[src/rtl/acq_pkg.sv]
package acq_pkg;
  typedef enum logic [1:0] {
    ST_IDLE   = 2'd0,
    ST_ARMED  = 2'd1,
    ST_TIMING = 2'd2
  } acq_state_e;
endpackage

[src/rtl/acq_sync.sv]
module acq_sync #(
  parameter int unsigned STAGES  = 2,
  parameter bit          RST_VAL = 1'b1
) (
  input  logic clk_i,
  input  logic rst_ni,
  input  logic d_i,
  output logic q_o,
  output logic rise_o,
  output logic fall_o
);
  logic [STAGES-1:0] stg_q;
  logic              prev_q;

  generate
    for (genvar i = 0; i < STAGES; i++) begin : g_stage
      if (i == 0) begin : g_first
        always_ff @(posedge clk_i or negedge rst_ni) begin
          if (!rst_ni) stg_q[0] <= RST_VAL;
          else         stg_q[0] <= d_i;
        end
      end else begin : g_next
        always_ff @(posedge clk_i or negedge rst_ni) begin
          if (!rst_ni) stg_q[i] <= RST_VAL;
          else         stg_q[i] <= stg_q[i-1];
        end
      end
    end
  endgenerate

  always_ff @(posedge clk_i or negedge rst_ni) begin
    if (!rst_ni) prev_q <= RST_VAL;
    else         prev_q <= stg_q[STAGES-1];
  end

  assign q_o    = stg_q[STAGES-1];
  assign rise_o = stg_q[STAGES-1] & ~prev_q;
  assign fall_o = ~stg_q[STAGES-1] & prev_q;
endmodule

[src/rtl/acq_pulse_ctrl.sv]
module acq_pulse_ctrl
  import acq_pkg::*;
#(
  parameter int unsigned EDGE_IDX     = 6,
  parameter int unsigned DELAY_CYCLES = 200
) (
  input  logic clk_i,
  input  logic rst_ni,
  input  logic frame_start_i,
  input  logic frame_low_i,
  input  logic sclk_fall_i,
  output logic busy_o
);
  localparam int unsigned EW = $clog2(EDGE_IDX + 1);
  localparam int unsigned DW = (DELAY_CYCLES < 1) ? 1 : $clog2(DELAY_CYCLES + 1);
  localparam logic [EW-1:0] EDGE_LAST = EW'(EDGE_IDX - 1);
  localparam logic [DW-1:0] DLY_LOAD  = DW'(DELAY_CYCLES);

  acq_state_e    state_q;
  logic [EW-1:0] edge_q;
  logic [DW-1:0] dly_q;
  logic          edge_hit;

  assign edge_hit = (state_q == ST_ARMED) && sclk_fall_i && frame_low_i;

  always_ff @(posedge clk_i or negedge rst_ni) begin
    if (!rst_ni) begin
      state_q <= ST_IDLE;
      edge_q  <= '0;
      dly_q   <= '0;
    end else if (frame_start_i) begin
      state_q <= ST_ARMED;
      edge_q  <= '0;
    end else begin
      case (state_q)
        ST_ARMED: begin
          if (edge_hit) begin
            if (edge_q == EDGE_LAST) begin
              edge_q <= '0;
              if (DELAY_CYCLES == 0) begin
                state_q <= ST_IDLE;
              end else begin
                state_q <= ST_TIMING;
                dly_q   <= DLY_LOAD;
              end
            end else begin
              edge_q <= edge_q + 1'b1;
            end
          end
        end
        ST_TIMING: begin
          if (dly_q == DW'(1)) state_q <= ST_IDLE;
          dly_q <= dly_q - 1'b1;
        end
        default: state_q <= ST_IDLE;
      endcase
    end
  end

  assign busy_o = (state_q != ST_IDLE);

  assert_busy_from_frame_R2: assert property (@(posedge clk_i) disable iff (!rst_ni)
    $rose(busy_o) |-> $past(frame_start_i));

  assert_edge_bound_R3: assert property (@(posedge clk_i) disable iff (!rst_ni)
    (state_q == ST_ARMED) |-> (edge_q <= EDGE_LAST));

  assert_dly_range_R4: assert property (@(posedge clk_i) disable iff (!rst_ni)
    (state_q == ST_TIMING) |-> (dly_q != '0 && dly_q <= DLY_LOAD));

  assert_fall_cause_R4: assert property (@(posedge clk_i) disable iff (!rst_ni)
    $fell(busy_o) |-> ($past(state_q == ST_TIMING) || $past(edge_hit)));

  assert_restart_R10: assert property (@(posedge clk_i) disable iff (!rst_ni)
    frame_start_i |=> (busy_o && edge_q == '0));
endmodule

[src/rtl/acq_start_arb.sv]
module acq_start_arb (
  input  logic clk_i,
  input  logic rst_ni,
  input  logic busy_i,
  input  logic hw_start_i,
  input  logic sw_req_i,
  output logic conv_start_o
);
  logic hw_q, pend_q, conv_q;
  logic hw_fire, want_sw, fire_sw;

  assign hw_fire = hw_start_i & ~hw_q;
  assign want_sw = pend_q | sw_req_i;
  assign fire_sw = want_sw & ~busy_i;

  always_ff @(posedge clk_i or negedge rst_ni) begin
    if (!rst_ni) begin
      hw_q   <= 1'b0;
      pend_q <= 1'b0;
      conv_q <= 1'b0;
    end else begin
      hw_q   <= hw_start_i;
      pend_q <= want_sw & ~fire_sw;
      conv_q <= hw_fire | fire_sw;
    end
  end

  assign conv_start_o = conv_q;

  assert_sw_held_R6: assert property (@(posedge clk_i) disable iff (!rst_ni)
    (busy_i && !hw_fire) |=> !conv_start_o);

  assert_sw_release_R6: assert property (@(posedge clk_i) disable iff (!rst_ni)
    (pend_q && !busy_i) |=> (conv_start_o && !pend_q));

  assert_hw_direct_R8: assert property (@(posedge clk_i) disable iff (!rst_ni)
    $rose(hw_start_i) |=> conv_start_o);

  assert_merge_R9: assert property (@(posedge clk_i) disable iff (!rst_ni)
    (hw_fire && pend_q && !busy_i) |=> (conv_start_o && !pend_q));
endmodule

[src/rtl/acq_conv_seq.sv]
module acq_conv_seq #(
  parameter int unsigned SYNC_STAGES  = 2,
  parameter int unsigned EDGE_IDX     = 6,
  parameter int unsigned DELAY_CYCLES = 200
) (
  input  logic clk_i,
  input  logic rst_ni,
  input  logic sclk_i,
  input  logic frame_ni,
  input  logic hw_start_i,
  input  logic sw_req_i,
  output logic acq_busy_o,
  output logic conv_start_o
);
  logic sclk_s, sclk_rise, sclk_fall;
  logic frame_s, frame_rise, frame_fall;
  logic busy;

  acq_sync #(.STAGES(SYNC_STAGES), .RST_VAL(1'b1)) u_sclk_sync (
    .clk_i (clk_i),
    .rst_ni(rst_ni),
    .d_i   (sclk_i),
    .q_o   (sclk_s),
    .rise_o(sclk_rise),
    .fall_o(sclk_fall)
  );

  acq_sync #(.STAGES(SYNC_STAGES), .RST_VAL(1'b1)) u_frame_sync (
    .clk_i (clk_i),
    .rst_ni(rst_ni),
    .d_i   (frame_ni),
    .q_o   (frame_s),
    .rise_o(frame_rise),
    .fall_o(frame_fall)
  );

  acq_pulse_ctrl #(.EDGE_IDX(EDGE_IDX), .DELAY_CYCLES(DELAY_CYCLES)) u_ctrl (
    .clk_i        (clk_i),
    .rst_ni       (rst_ni),
    .frame_start_i(frame_fall),
    .frame_low_i  (~frame_s),
    .sclk_fall_i  (sclk_fall),
    .busy_o       (busy)
  );

  acq_start_arb u_arb (
    .clk_i       (clk_i),
    .rst_ni      (rst_ni),
    .busy_i      (busy),
    .hw_start_i  (hw_start_i),
    .sw_req_i    (sw_req_i),
    .conv_start_o(conv_start_o)
  );

  assign acq_busy_o = busy;

  assert_no_early_sclk_R3: assert property (@(posedge clk_i) disable iff (!rst_ni)
    (frame_s && !frame_fall && busy) |=> acq_busy_o || !$past(sclk_fall));

  assert_unused_edges_R3: assert property (@(posedge clk_i) disable iff (!rst_ni)
    (sclk_rise || frame_rise) |-> !(sclk_fall || frame_fall));
endmodule

[config.mk]
export PLATFORM = sky130hd
export DESIGN_NAME = acq_conv_seq
export DESIGN_NICKNAME = d
export VERILOG_FILES = /design/src/rtl/acq_pkg.sv /design/src/rtl/acq_sync.sv /design/src/rtl/acq_pulse_ctrl.sv /design/src/rtl/acq_start_arb.sv /design/src/rtl/acq_conv_seq.sv
export SDC_FILE = /design/constraint.sdc
export NUM_CORES = 1
export LEC_CHECK = 0
export BUFFER_PORTS_ARGS = -buffer_cell sky130_fd_sc_hd__buf_2
export CORE_MARGIN = 2
export CORE_UTILIZATION = 59
export DETAILED_ROUTE_END_ITERATION = 8
export GPL_TIMING_DRIVEN = 0
export MAX_ROUTING_LAYER = met4
export PLACE_DENSITY = 0.79
export SLEW_MARGIN = 25
export SYNTH_ARGS = -nofsm -noshare
export SYNTH_HDL_FRONTEND = slang
export SYNTH_SLANG_ARGS = --single-unit
[constraint.sdc]
create_clock -name clk_i -period 4.2 [get_ports clk_i]
set_input_delay 0.84 -clock clk_i [delete_from_list [all_inputs] [get_ports clk_i]]
set_output_delay 0.84 -clock clk_i [all_outputs]
set_load 0.005 [all_outputs]
Yosys cells after proc, flatten, opt, wreduce, memory -nomap -nowiden
Cells that the tools add are included.

cells by class
  add/sub/neg operators = 2
  equal/unequal tests = 9
  multiplexer cells = 12
  bitwise gates (word level) = 13
  reduce and logical (&&, ||, !) cells = 9

operators by type and width
  cell                   count
  $mux W8                2
  $pmux W8 S2            1
  $mux W3                4
  $eq A8 B1 Y1 const B   1
  $mux W2                4
  $reduce_bool A2 Y1     4
  $sub A8 B1 Y8 const B  1
  $ne A3 B2 Y1 const B   2
  $not A1 Y1             6
  $and A1 B1 Y1          5
  $pmux W2 S2            1
  $reduce_and A4 Y1      1
  $add A3 B1 Y3 const B  1
  $eq A3 B3 Y1 const B   1
  $ne A3 B3 Y1 const B   1
  $reduce_and A3 Y1      1
  $eq A2 B1 Y1 const B   1
  $eq A2 B2 Y1 const B   1
  $logic_and A1 B1 Y1    2
  $ne A2 B1 Y1 const B   1
  $ne A2 B2 Y1 const B   1
  $or A1 B1 Y1           2
  $reduce_and A2 Y1      1

word-level totals
  register bits = 22
  input port bits = 6
  output and inout bits = 2
  word-level logic and storage cells = 57

Depth between registers and ports, before layout
Gate-level depths: netlist (run 1).

  depth in word-level cells = 7
  gate-level depth with buffers = 6
  gate-level depth less buffers = 6

Hierarchy
A second synthesis (run 1) with hierarchy kept.

unflattened totals
  cells, all modules = 87
  area, all modules = 974.7 µm²

modules (own cells, without submodules)
  module          instances  cells each  area an instance (µm²)  sequential area each (µm²)
  acq_pulse_ctrl  1          69          685.7                   325.3
  acq_sync        2          5           93.8                    78.8
  acq_start_arb   1          7           97.6                    75.1
  acq_conv_seq    1          1           3.8                     0.0

Worst setup path before layout (run 1)
Ideal clock, no wire load.

  path type = reg2reg
  start = register u_sclk_sync.prev_q
  end = register u_ctrl.dly_q[4]
  library setup time = 0.124 ns
  data arrival time = 1.318 ns
  required time = 4.076 ns
  path slack = 2.758 ns
  stages on the path, launching flop included = 5
  buffers on the path = 0
  period minus slack after synthesis = 1.442 ns
  path through = dfstp_2 and4bb_4 nand4b_2 and2_4 a211o_1

between the ends
  word-level cells in the longest chain between the ends = 5

RTL lines
  item                               RTL line              text
  start, declared                    acq_sync.sv:13        logic prev_q;
  start signal, assigned             acq_sync.sv:33        else prev_q <= stg_q[STAGES-1];
  $and A1 B1 Y1                      acq_sync.sv:38        assign fall_o = ~stg_q[STAGES-1] & prev_q;
  $logic_and A1 B1 Y1 (2 in series)  acq_pulse_ctrl.sv:24  assign edge_hit = (state_q == ST_ARMED) && sclk_fall_i && frame_low_i;
  $ne A2 B1 Y1 (no line)             n/a
  $reduce_and A4 Y1 (no line)        n/a
  end signal, assigned               acq_pulse_ctrl.sv:53  dly_q <= dly_q - 1'b1;
  end, declared                      acq_pulse_ctrl.sv:21  logic [DW-1:0] dly_q;

No other way between the ends.
A chain may end at the register's enable or synchronous reset.

Worst setup path after layout (run 1)
  start = register u_ctrl.state_q[0]
  end = output port acq_busy_o

between the ends
  word-level cells in the longest chain between the ends = 1

RTL lines
  item                    RTL line              text
  start, declared         acq_pulse_ctrl.sv:19  acq_state_e state_q;
  start signal, assigned  acq_pulse_ctrl.sv:28  state_q <= ST_IDLE;
  start signal, assigned  acq_pulse_ctrl.sv:32  state_q <= ST_ARMED;
  start signal, assigned  acq_pulse_ctrl.sv:41  state_q <= ST_IDLE;
  $reduce_bool A2 Y1      acq_pulse_ctrl.sv:60  assign busy_o = (state_q != ST_IDLE);
  end, declared           acq_conv_seq.sv:12    output logic acq_busy_o,

No other way between the ends.

==> impl_metrics.py, run 1 <==
metrics = {
    "outcome": {
        "status": "complete, no violations",
    },
    "timing": {
        "slew-limit-headroom_pct": 65.8,
        "setup_violations": 0,
        "fmax_mhz": 529,
        "worstMarginPinSlew_ps": 508,
        "fin_crit_sh_pct": 45.0,
        "finalCriticalPeriod_ps": 1890,
        "finalHoldViolCount": 0,
        "final_max_slew_viol_count": 0,
        "skew_ps": 5.03,
        "tns_ps": 0,
        "worst_slack_ps": 2310,
        "rsz0062_at_grt": "no",
    },
    "worst_setup_path": {
        "r2r-end": "u_ctrl.state_q[1]$_DFFE_PN0P_",
        "cp.arrival_ps": 1050,
        "worstPathMaxFanout": 5,
        "crit_type": "reg -> out",
        "worst_r2r_path_depth": 5,
        "path_cells": "nor2_1, inv_1, buf_2",
        "setup.worst_path.end_class": "output pin",
        "slowest_delay_ps": 430,
        "r2r_start": "u_ctrl.dly_q[3]$_DFFE_PN0P_",
        "cp.required_ps": 3360,
        "worstSetupStartpointType": "flop",
        "reg2reg_setup_slack_ps": 2640,
        "slowest_stage": "dfrtp_1",
    },
    "cells_and_area": {
        "register_area_sq_um": 558,
        "area_delta_synth_final_pct": 9.23,
        "largest_reg_flops": 8,
        "drive_gt1_share_pct": 22.5,
        "instances_no_fill": 118,
        "diodes": 0,
        "top_regs": "u_ctrl.dly_q: 8 flops, u_ctrl.edge_q: 3 flops, u_ctrl.state_q: 2 flops",
        "fillers": 123,
        "nets": 111,
        "multiInputGateArea_sq_um": 409,
        "largest-register": "u_ctrl.dly_q",
    },
    "power_and_ir_drop": {
        "powerDensity_mw_per_mm2": 332,
        "ir_drop_mv": 0.264,
        "switching_share_pct": 21.0,
        "power_switching_uw": 75.2,
        "clkPwrFrac_pct": 31.0,
        "internal_power_uw": 283,
        "leakagePower_uw": 0.000521,
        "power_uw": 358,
        "p_comb_share_pct": 5.3,
        "power_frac_seq_pct": 63.6,
    },
    "floorplan": {
        "die_w_um": 45.0,
        "coreArea_sq_mm": 0.00154,
        "row_count": 14,
        "die_y_um": 45.0,
        "pin_count": 8,
        "die_area_sq_mm": 0.00202,
        "start_util_pct": 64.2,
    },
    "synth": {
        "synth_top_cells_by_count": "16 x dfrtp_1, 10 x nor2_1, 9 x nand2_1",
        "yosys-top-cells-area": "dfrtp_1 40%, dfstp_2 16%, nor2_1 3.8%",
        "yosysMostFrequentCell": "dfrtp_1",
        "yosysSeqAreaShare_pct": 56.4,
        "synth_cell_type_count": 32,
        "syn-cell-area_sq_um": 990,
        "ys_seq_elements": 22,
        "synth_cells": 91,
        "avgSynthCellArea_sq_um": 10.9,
        "synth_edf_count": 0,
        "mappedNetlistNets": 99,
        "synth_top_area_share_pct": 40.5,
        "synth-warning-count": 0,
        "async_flop_share_pct": 100,
        "synth_top_area_cell": "dfrtp_1",
        "ys.flop_type": "dfrtp_1",
    },
    "worst_hold_path": {
        "min_from": "u_frame_sync.stg_q[0]$_DFF_PN1_",
        "min_to": "u_frame_sync.q_o$_DFF_PN1_",
        "holdPathStages": 0,
        "worstHoldPathType": "reg -> reg",
    },
    "clock_tree": {
        "cts_root_buffer": "clkbuf_4",
        "cts_tree": "built",
        "cts.sinks": 22,
        "cts_max_path_buffers": 2,
        "hold_buffers": 0,
        "ctsHtreeMaxLevel": 1,
        "post-cts-setup-buffers": 0,
        "numCtsBuffers": 3,
        "clk_pin_slew_ps": 110,
        "cts_resized": 0,
        "clkLatencyLatePin_ps": 300,
    },
    "global_routing": {
        "grtUsageTotal_pct": 20.7,
        "grt_pass1_vias": 730,
        "antenna_found_initial": 0,
        "grt_max_degree": 23,
        "grt_pass1_wl_mm": 2.97,
        "overflow": 0,
    },
    "place": {
        "port_buffers": 7,
        "placed_cells": 114,
        "gp_congestion": 0.830,
        "dp_hpwl_mm": 1.27,
        "dp_slack_ps": 2640,
    },
    "drt": {
        "avgViaCountPerCell": 5.68,
        "vias": 670,
        "drc": 0,
        "routedWlPerCell_um": 13.8,
        "first_pass_iters": 4,
        "ant_nets": 0,
        "routed_wl_mm": 1.63,
        "drtIter0Drc": 12,
    },
    "job": {
        "max_cap_violations": 0,
    },
}
-- area by class of cell --
type                    instances  area share, %
plain buffers                   1          0.347
repair buffers                  7           3.24
well taps                      16           1.85
inverters                       5           1.74
clock buffers                   4           3.36
multi-input cells              63           37.8
flip-flops and latches         22           51.6
-- per-layer routing --
metal | global-route usage, % | vias to the layer above | share of wire [%]
li1 | - | 343 | -
met1 | 24.8 | 314 | 45
met2 | 35.4 | 9 | 52
met3 | 2.80 | 4 | 2.4
met4 | 7.65 | 0 | 0.98
met5 | - | - | 0
-- critical path: cells and delay by family (launching register included) --
kind | cells | cell delay (ps)
buffers and inverters | 2 | 180
DFF | 1 | 430
and+or+nand+nor | 1 | 140
-- worst max-delay path by stage --
stage                                              from                            end  depth (start not counted)
after global routing      u_ctrl.state_q[0]$_DFFE_PN0P_                     acq_busy_o                          3
after detailed placement    u_ctrl.dly_q[3]$_DFFE_PN0P_  u_ctrl.state_q[1]$_DFFE_PN0P_                          5
after floorplan            u_sclk_sync.prev_q$_DFF_PN1_    u_ctrl.dly_q[4]$_DFFE_PN0P_                          4
after CTS                 u_ctrl.state_q[0]$_DFFE_PN0P_                     acq_busy_o                          3
after global placement    u_ctrl.state_q[0]$_DFFE_PN0P_                     acq_busy_o                          3
final                     u_ctrl.state_q[0]$_DFFE_PN0P_                     acq_busy_o                          3
-- power groups by stage --
| stage | Clock (uW) | Sequential, uW | Combinational [uW] |
|---|---|---|---|
| floorplan | 0 | 230 | 11.1 |
| global placement | 0 | 231 | 18.9 |
| detailed placement | 0 | 232 | 19.7 |
| CTS | 115 | 228 | 19.8 |
| global route | 120 | 230 | 22.6 |
| finish | 111 | 228 | 19.0 |
-- kinds of logic after synthesis --
| kind of cell | synth area share, % |
|---|---|
| mux | 1.01 |
| simple gates | 24.3 |
| buf+inv | 2.28 |
| flops | 56.4 |
| fa+ha+maj | 2.53 |
| compound gates | 13.5 |
-- stage by stage --
step	cell area (sq um)	utilization [%]	hold WS [ps]
after global routing	1080	70.1	368
final	1080	70.1	364
after floorplan	990	-	345
after detailed placement	1040	67.8	349
after CTS	1080	70.1	365
after global placement	1040	67.8	347
-- layout by cell type, fill, tap and decap left out, types with 3 or more instances in the layout --
master	instances
dfrtp_1	16
nor2_1	10
nand2_1	9
buf_2	7
dfstp_2	6
inv_1	5
nand2b_1	4
nor4_1	4
a21oi_1	4
o21ai_0	4
nand3_1	3
a211o_1	3
clkbuf_4	3
No activity file was read; power rests on OpenSTA's default activity.
==> run 2, diff against run 1 <==
Settings changed: ABC_AREA set to 1, CORE_UTILIZATION 59 to 52, PLACE_DENSITY 0.79 to 0.73.
Clock period 4.2 ns to 1.7 ns, I/O delays scaled along.
==> run 2 against run 1 <==
Net effect: clock skew grew 4.4 ps; first-iteration DRC count is 50% higher; final cell count rose by 45%; combinational power grew to 39 times the previous value; routed wire length grew 21%; largest cell class unchanged; cell area grew 12%; synthesized area increased by 12%; clock-buffer cell count unchanged; global-route usage is 0.77 points lower; largest power group unchanged; die area rose by 24%.
==> impl_metrics.py, run 2 <==
metrics = {
    "worst_setup_path": {
        "reg2reg_setup_slack_ps": 280,
        "cp.arrival_ps": 1120,
        "worstPathMaxFanout": 3,
        "crit_type": "reg -> out",
        "worstSetupStartpointType": "flop",
        "setup.worst_path.end_class": "output pin",
        "slowest_stage": "dfrtp_1",
        "slowest_delay_ps": 460,
        "cp.required_ps": 1360,
        "path_cells": "nor2_1, inv_1, buf_2",
    },
    "drt": {
        "routed_wl_mm": 1.98,
        "vias": 876,
        "drtIter0Drc": 18,
        "drc": 0,
        "routedWlPerCell_um": 11.6,
        "first_pass_iters": 4,
        "ant_nets": 0,
        "avgViaCountPerCell": 5.12,
    },
    "global_routing": {
        "grt_max_degree": 23,
        "grt_pass1_vias": 853,
        "overflow": 0,
        "grtUsageTotal_pct": 19.9,
        "antenna_found_initial": 0,
        "grt_pass1_wl_mm": 3.66,
    },
    "synth": {
        "avgSynthCellArea_sq_um": 8.37,
        "synth_cell_type_count": 21,
        "ys_seq_elements": 22,
        "synth.area.mux_share_pct": 0,
        "yosysMostFrequentCell": "nand2_1",
        "synth-xor-area-share_pct": 2.38,
        "async_flop_share_pct": 100,
        "synth_top_family_by_area": "simple AND/OR/NAND/NOR gates",
        "synth_cells": 132,
        "synth_top_area_cell": "dfrtp_1",
        "mappedNetlistNets": 140,
        "ys.flop_type": "dfrtp_1",
        "synth-warning-count": 0,
        "synth_compound_area_share_pct": 6.91,
        "synth_top_cells_by_count": "26 x nand2_1, 19 x inv_1, 16 x dfrtp_1",
        "yosysSeqAreaShare_pct": 50.5,
        "synth_fa_ha_area_share_pct": 2.27,
        "synth_top_area_share_pct": 36.2,
        "yosys.area_share.simple_pct": 30.5,
        "synth_edf_count": 0,
        "yosys-top-cells-area": "dfrtp_1 36%, dfstp_2 14%, nand2_1 8.8%",
        "syn-cell-area_sq_mm": 0.00110,
    },
    "power_and_ir_drop": {
        "powerDensity_mw_per_mm2": 1470,
        "leakagePower_uw": 0.000586,
        "switching_share_pct": 42.4,
        "clkPwrFrac_pct": 13.7,
        "p_comb_share_pct": 41.8,
        "ir_drop_mv": 0.644,
        "power_switching_uw": 755,
        "power_frac_seq_pct": 44.5,
        "internal_power_uw": 1030,
    },
    "cells_and_area": {
        "largest-register": "u_ctrl.dly_q",
        "largest_reg_flops": 8,
        "diodes": 0,
        "top_regs": "u_ctrl.dly_q: 8 flops, u_ctrl.edge_q: 3 flops, u_ctrl.state_q: 2 flops",
        "drive_gt1_share_pct": 18.8,
        "final_core_util_pct": 61.0,
        "final_common_cell": "nand2_1",
        "fillers": 176,
        "area_delta_synth_final_pct": 9.51,
        "mostFrequentLayoutCells": "26 x nand2_1, 19 x inv_1, 16 x dfrtp_1",
        "nets": 153,
    },
    "timing": {
        "fmax_mhz": 686,
        "slew-limit-headroom_pct": 69.3,
        "setup_violations": 0,
        "skew_ps": 9.41,
        "tns_ps": 0,
        "finalHoldViolCount": 0,
        "holdWs_ps": 111,
        "worstMarginPinSlew_ps": 460,
        "fin_crit_sh_pct": 85.8,
        "rsz0062_at_grt": "no",
        "finalCriticalPeriod_ps": 1460,
        "final_max_slew_viol_count": 0,
    },
    "clock_tree": {
        "cts_resized": 0,
        "clkLatencyLatePin_ps": 310,
        "cts_max_path_buffers": 2,
        "clk_pin_slew_ps": 120,
        "numCtsBuffers": 3,
        "cts_tree": "built",
        "cts.sinks": 22,
        "cts_root_buffer": "clkbuf_4",
        "ctsHtreeMaxLevel": 1,
    },
    "place": {
        "gp_congestion": 0.815,
        "dp_hpwl_mm": 1.49,
        "port_buffers": 7,
    },
    "worst_hold_path": {
        "worstHoldPathType": "in -> reg",
    },
    "floorplan": {
        "pin_count": 8,
        "die_area_sq_mm": 0.00251,
        "start_util_pct": 55.7,
        "die_y_um": 50.1,
        "row_count": 16,
        "coreArea_sq_mm": 0.00198,
        "die_w_um": 50.1,
    },
    "outcome": {
        "status": "complete, no violations",
    },
    "job": {
        "max_cap_violations": 0,
    },
}
## run 2: cell count changes after synthesis, moves of 4 or more
| cell | before | now |
|---|---|---|
| nand2_1 | 9 | 26 |
| o21ai_1 | 0 | 6 |
| nor2_1 | 10 | 15 |
| nor4_1 | 4 | 0 |
| nand2b_1 | 4 | 0 |
| inv_1 | 5 | 19 |
| nand3_1 | 3 | 14 |
## run 2: worst max-delay path, delay by kind of cell (launching register included)
family / cells / cell delay [ps]
DFF: 1 / 460
buffers and inverters: 2 / 190
and+or+nand+nor: 1 / 160
## run 2: area by class of cell
cell class | instances | area (sq um) | area share, %
clock buffers | 4 | 26.3 | 2.17
inverters | 22 | 82.6 | 6.83
multi-input cells | 88 | 464 | 38.4
flip-flops and latches | 22 | 558 | 46.1
well taps | 27 | 33.8 | 2.79
repair buffers | 8 | 45.0 | 3.72
## run 2: cell families (layout without fill, tap and decap cells)
| group | after synthesis | count (layout) |
|---|---|---|
| adder cells (fa/ha/maj) | 2 | 2 |
| AO/OA/AOI/OAI | 15 | 15 |
| AND/OR/NAND/NOR | 68 | 68 |
| flip-flops | 22 | 22 |
| buffers and inverters | 22 | 34 |
| XOR/XNOR | 3 | 3 |
## run 2: power groups by stage
stage / Combinational [uW] / Sequential, uW / Clock, uW
after floorplan: 586 / 773 / 0
after global placement: 702 / 794 / 0
after detailed placement: 740 / 801 / 0
after CTS: 749 / 790 / 251
after global routing: 869 / 810 / 268
final: 745 / 793 / 243
## run 2: repair_timing
action	in CTS	in global routing
setup buffers	0	0
hold buffers	1	0
hold endpoints to repair	16	0
## run 2: per-layer routing
layer  routed length [um]  track usage (%)  up-vias  part of all wire [%]
met5                    0                -        -                     0
met4                   36             11.1        0                   1.8
met3                   78             4.55        6                   3.9
met2                  951             30.5       18                    48
met1                  918             24.2      411                    46
li1                     -                -      441                     -
## run 2: path summary, 6_finish.rpt
path                                                 start                         endpoint  cells after the start
max                          u_ctrl.state_q[0]$_DFFE_PN0P_                       acq_busy_o                      3
min                                               frame_ni  u_frame_sync.stg_q[0]$_DFF_PN1_                      1
max reg2reg                     u_frame_sync.q_o$_DFF_PN1_      u_ctrl.dly_q[4]$_DFFE_PN0P_                      7
min reg2reg                u_frame_sync.stg_q[0]$_DFF_PN1_       u_frame_sync.q_o$_DFF_PN1_                      0
max in group asynchronous                           rst_ni     u_sclk_sync.prev_q$_DFF_PN1_                      2
min in group asynchronous                           rst_ni     u_arb.conv_start_o$_DFF_PN0_                      2
## run 2: through the flow
step / power (uW) / cell area [sq um] / setup WS [ps] / cells
after floorplan: 1360 / 1100 / 496 / 132
after global placement: 1500 / 1170 / 383 / 166
after detailed placement: 1540 / 1170 / 291 / 166
after CTS: 1790 / 1210 / 228 / 171
after global routing: 1950 / 1210 / 161 / 171
final: 1780 / 1210 / 241 / 171
